## src/rtl/rcs_pkg.sv

```systemverilog
package rcs_pkg;

    localparam int unsigned REG_W    = 8;
    localparam int unsigned FLAG_N   = 4;

    localparam int unsigned POS_POR  = 0;
    localparam int unsigned POS_PIN  = 1;
    localparam int unsigned POS_BOD  = 2;
    localparam int unsigned POS_WDOG = 3;

    typedef enum logic {
        FLAG_CLR = 1'b0,
        FLAG_SET = 1'b1
    } flag_state_e;

endpackage

```

## src/rtl/rcs_flag_fsm.sv

```systemverilog
module rcs_flag_fsm #(
    parameter logic INIT_SET = 1'b0
) (
    input  logic clk_i,
    input  logic init_i,
    input  logic set_i,
    input  logic clr_i,
    output logic flag_o
);
    import rcs_pkg::*;

    localparam flag_state_e INIT_STATE = INIT_SET ? FLAG_SET : FLAG_CLR;

    flag_state_e state_q;
    flag_state_e state_d;

    // state register: only the power-on condition initialises it
    always_ff @(posedge clk_i) begin
        state_q <= state_d;
    end

    // transitions: init > set > clear
    always_comb begin
        state_d = state_q;
        if (init_i) begin
            state_d = INIT_STATE;
        end else begin
            unique case (state_q)
                FLAG_CLR: if (set_i)            state_d = FLAG_SET;
                FLAG_SET: if (clr_i && !set_i)  state_d = FLAG_CLR;
                default:                        state_d = FLAG_CLR;
            endcase
        end
    end

    // output
    always_comb begin
        flag_o = (state_q == FLAG_SET);
    end

endmodule

```

## src/rtl/rcs_wr_decode.sv

```systemverilog
module rcs_wr_decode #(
    parameter int unsigned REG_W  = rcs_pkg::REG_W,
    parameter int unsigned FLAG_N = rcs_pkg::FLAG_N
) (
    input  logic              sel_i,
    input  logic              wr_en_i,
    input  logic [REG_W-1:0]  wr_data_i,
    output logic [FLAG_N-1:0] clr_o
);
    localparam int unsigned HI_W = REG_W - FLAG_N;

    logic wr_hit;
    logic unused_hi_bits;

    assign wr_hit         = sel_i && wr_en_i;
    // reserved bits take no part in the write
    assign unused_hi_bits = ^{1'b0, wr_data_i[REG_W-1 -: HI_W]};

    always_comb begin
        for (int i = 0; i < int'(FLAG_N); i++) begin
            clr_o[i] = wr_hit && !wr_data_i[i];
        end
    end

endmodule

```

## src/rtl/rcs_status_reg.sv

```systemverilog
module rcs_status_reg #(
    parameter int unsigned REG_W  = rcs_pkg::REG_W,
    parameter int unsigned FLAG_N = rcs_pkg::FLAG_N
) (
    input  logic             clk_i,
    input  logic             por_i,
    input  logic             wdog_evt_i,
    input  logic             brownout_evt_i,
    input  logic             pin_evt_i,
    input  logic             sel_i,
    input  logic             wr_en_i,
    input  logic [REG_W-1:0] wr_data_i,
    input  logic             rd_en_i,
    output logic [REG_W-1:0] rd_data_o
);
    import rcs_pkg::*;

    localparam int unsigned PAD_W = REG_W - FLAG_N;

    logic [FLAG_N-1:0] src_evt;
    logic [FLAG_N-1:0] clr_req;
    logic [FLAG_N-1:0] flag_q;

    always_comb begin
        src_evt           = '0;
        src_evt[POS_WDOG] = wdog_evt_i;
        src_evt[POS_BOD]  = brownout_evt_i;
        src_evt[POS_PIN]  = pin_evt_i;
    end

    rcs_wr_decode #(
        .REG_W  (REG_W),
        .FLAG_N (FLAG_N)
    ) i_wr_decode (
        .sel_i     (sel_i),
        .wr_en_i   (wr_en_i),
        .wr_data_i (wr_data_i),
        .clr_o     (clr_req)
    );

    for (genvar g = 0; g < int'(FLAG_N); g++) begin : g_flag
        if (g == int'(POS_POR)) begin : g_por
            rcs_flag_fsm #(.INIT_SET(1'b1)) i_flag (
                .clk_i  (clk_i),
                .init_i (por_i),
                .set_i  (1'b0),
                .clr_i  (clr_req[g]),
                .flag_o (flag_q[g])
            );
        end else begin : g_src
            rcs_flag_fsm #(.INIT_SET(1'b0)) i_flag (
                .clk_i  (clk_i),
                .init_i (por_i),
                .set_i  (src_evt[g]),
                .clr_i  (clr_req[g]),
                .flag_o (flag_q[g])
            );
        end
    end

    always_comb begin
        if (sel_i && rd_en_i) begin
            rd_data_o = {{PAD_W{1'b0}}, flag_q};
        end else begin
            rd_data_o = '0;
        end
    end

endmodule

```

## config.mk

```make
export PLATFORM = sky130hd
export DESIGN_NAME = rcs_status_reg
export DESIGN_NICKNAME = d
export VERILOG_FILES = /design/src/rtl/rcs_pkg.sv /design/src/rtl/rcs_flag_fsm.sv /design/src/rtl/rcs_wr_decode.sv /design/src/rtl/rcs_status_reg.sv
export SDC_FILE = /design/constraint.sdc
export NUM_CORES = 1
export LEC_CHECK = 0
export BUFFER_PORTS_ARGS = -buffer_cell sky130_fd_sc_hd__buf_2
export CORE_AREA = 2 2 39 41
export CTS_CLUSTER_SIZE = 16
export DETAILED_ROUTE_END_ITERATION = 6
export DIE_AREA = 0 0 41 43
export PLACE_DENSITY = 0.41
export SYNTH_ARGS = -nofsm -noshare
export SYNTH_HDL_FRONTEND = slang
export SYNTH_SLANG_ARGS = --single-unit
```

## constraint.sdc

```tcl
create_clock -name clk_i -period 0.8 [get_ports clk_i]
set_input_delay 0.04 -clock clk_i [delete_from_list [all_inputs] [get_ports clk_i]]
set_output_delay 0.04 -clock clk_i [all_outputs]
set_load 0.02 [all_outputs]
```

==> impl_metrics.env <==
export IMPL_finalClockSkew_ns=0
export IMPL_vias_per_cell=4.115
export IMPL_netlist_instances=25
export IMPL_antenna_cells=0
export IMPL_die_area_sq_um=1763
export IMPL_ys_ff_latch=4
export IMPL_pre_cts_ws_ns=0.1305
export IMPL_synth_seq_area_share=0.3879
export IMPL_grt_pass1_wl_microns=910
export IMPL_antenna_found_initial=0
export IMPL_cp_data_required_time_ns=0.76
export IMPL_synthDistinctLibCells=7
export IMPL_maxCapViolations=0
export IMPL_setup_violations=4
export IMPL_crit_chain="and3_4 -> buf_6"
export IMPL_numPortBuffers=15
export IMPL_critPathLaunchType="flop"
export IMPL_floorplan_initialDensity=0.1492
export IMPL_cp_max_fo=2
export IMPL_setup_ws_ns=-0.06248
export IMPL_slew_viol_final=0
export IMPL_drc=0
export IMPL_critical_path_buf_inv_count=1
export IMPL_fin_crit_sh=1.078
export IMPL_postLayoutCellArea_sq_um=372.9
export IMPL_die_w_microns=41
export IMPL_path_clk_slew_ns=0.04
export IMPL_core_area_sq_um=1384
export IMPL_die_h_microns=43
export IMPL_cts_sinks=4
export IMPL_cp_end_kind="output pin"
export IMPL_grt_ovfl_total=0
export IMPL_vias=251
export IMPL_hold_viol_final=0
export IMPL_cts_buffers=3
export IMPL_cp_slowest_cell="dfxtp_2"
export IMPL_antenna_left=0
export IMPL_grt_max_degree=9
export IMPL_crit_family="flip-flops"
export IMPL_layout_core_utilization=0.2694
export IMPL_layout_drive_gt1_share=0.6444
export IMPL_cts_tree="built"
export IMPL_area_growth_pct=80.61
export IMPL_grt_pass1_vias=242
export IMPL_hold_slack_ns=0.02796
export IMPL_violations="setup timing"
export IMPL_routabilityCongestion=0.6972
export IMPL_first_iter_violations=3
export IMPL_yosys_warnings=0
export IMPL_cts_root_buf="clkbuf_4"
export IMPL_finalSetupTns_ns=-0.2454
export IMPL_cts_max_path_buffers=2
export IMPL_ios=24
export IMPL_dp_cells=55
export IMPL_status="complete, but fails checks"
export IMPL_clk_latency_ns=0.23
export IMPL_max_clock_freq_mhz=1159
export IMPL_wl_microns=579
export IMPL_firstDrtPassIters=2
export IMPL_rsz0062_at_grt="true"
export IMPL_fin_crit_ns=0.8625
export IMPL_row_count=14
export IMPL_routedWlPerCell_microns=9.492
export IMPL_layoutNonFillerInstCount=61
export IMPL_path_class="reg2out"
export IMPL_cts_htree_levels=1
export IMPL_power_per_cell_area_nw_per_um2=1640
export IMPL_hold_path_class="in2reg"
export IMPL_nNetsFinal=63
export IMPL_power_leakage_nw=0.1791
export IMPL_fillers=164
export IMPL_hold_buffers=0
export IMPL_grt_usage=0.07839
export IMPL_power_total_mw=0.6114
export IMPL_crit_arrival_ns=0.82
export IMPL_cpPeakStageDelay_ns=0.32
export IMPL_synth_area_sq_um=206.4
export IMPL_irDropWorstVdd_v=0.0007291
export IMPL_syn_avg_cell_area_sq_um=8.258
export IMPL_dpl_cell_area_sq_um=282.8
where the power goes:
part	leakage, nW	internal [mW]	switching, mW	total [mW]
registers	0.0336	0.218	0.00666	0.225
clock network	0.0138	0.168	0.0819	0.250
logic	0.132	0.0693	0.0676	0.137
flip-flops by register name, summed over array words and instances (netlist names):
| signal | flops |
|---|---|
| g_flag.g_por.i_flag.flag_o | 1 |
| g_flag.g_src.i_flag.flag_o | 3 |
routing by layer:
metal  global-route usage  routed length [microns]  up-vias
met1              0.08710                      215      113
met2               0.1219                      288       15
met4                    0                        0        0
li1                     -                        -      123
met5                    0                        0        -
met3              0.06283                       75        0
cell families after synthesis:
| family | Yosys count | share of synthesized area |
|---|---|---|
| buffers and inverters | 4 | 0.1455 |
| AOI/OAI and AO/OA | 4 | 0.1576 |
| DFF | 4 | 0.3879 |
| and+or+nand+nor | 12 | 0.2909 |
| other | 1 | 0.01816 |
final cells by class:
type | instances | area [sq um] | share of cell area
multi-input combinational | 20 | 122.6 | 0.3289
sequential | 4 | 85.08 | 0.2282
tap | 16 | 20.02 | 0.05369
clock buffer | 3 | 22.52 | 0.06040
timing repair buffer | 18 | 122.6 | 0.3289
cell usage in the layout, fill, tap and decap left out:
master / synthesis / routed
dfxtp_2: 0 / 4
conb_1: 1 / 4
nor2_1: 8 / 8
clkbuf_4: 0 / 3
a31oi_1: 1 / 1
a311oi_1: 3 / 3
buf_2: 0 / 11
buf_6: 0 / 4
buf_4: 4 / 3
and3_4: 0 / 4
Yosys cell counts:
master    instances  area, sq um
conb_1            1        3.750
dfxtp_1           4        80.08
buf_4             4        30.03
a31oi_1           1        6.260
a311oi_1          3        26.28
and3_2            4        30.03
nor2_1            8        30.03
repair_timing:
| item | 4_1_cts | 5_1_grt |
|---|---|---|
| resized for setup | 16 | 0 |
| endpoints found under the hold margin | 0 | 0 |
| setup buffers | 2 | 1 |
| pin swaps | 0 | 1 |
| endpoints found under the setup margin | 4 | 5 |
final timing paths:
path | cells past startpoint | slack, ns | start | to
worst max register to register | 3 | 0.06 | g_flag[2].g_src.i_flag.flag_o$_SDFF_PP0_ | g_flag[2].g_src.i_flag.flag_o$_SDFF_PP0_
worst min register to register | 2 | 0.48 | g_flag[0].g_por.i_flag.flag_o$_SDFF_PP1_ | g_flag[0].g_por.i_flag.flag_o$_SDFF_PP1_
worst max-delay path | 2 | -0.06 | g_flag[2].g_src.i_flag.flag_o$_SDFF_PP0_ | rd_data_o[2]
worst min-delay path | 2 | 0.03 | por_i | g_flag[2].g_src.i_flag.flag_o$_SDFF_PP0_
(Power assumes the default switching activity.)
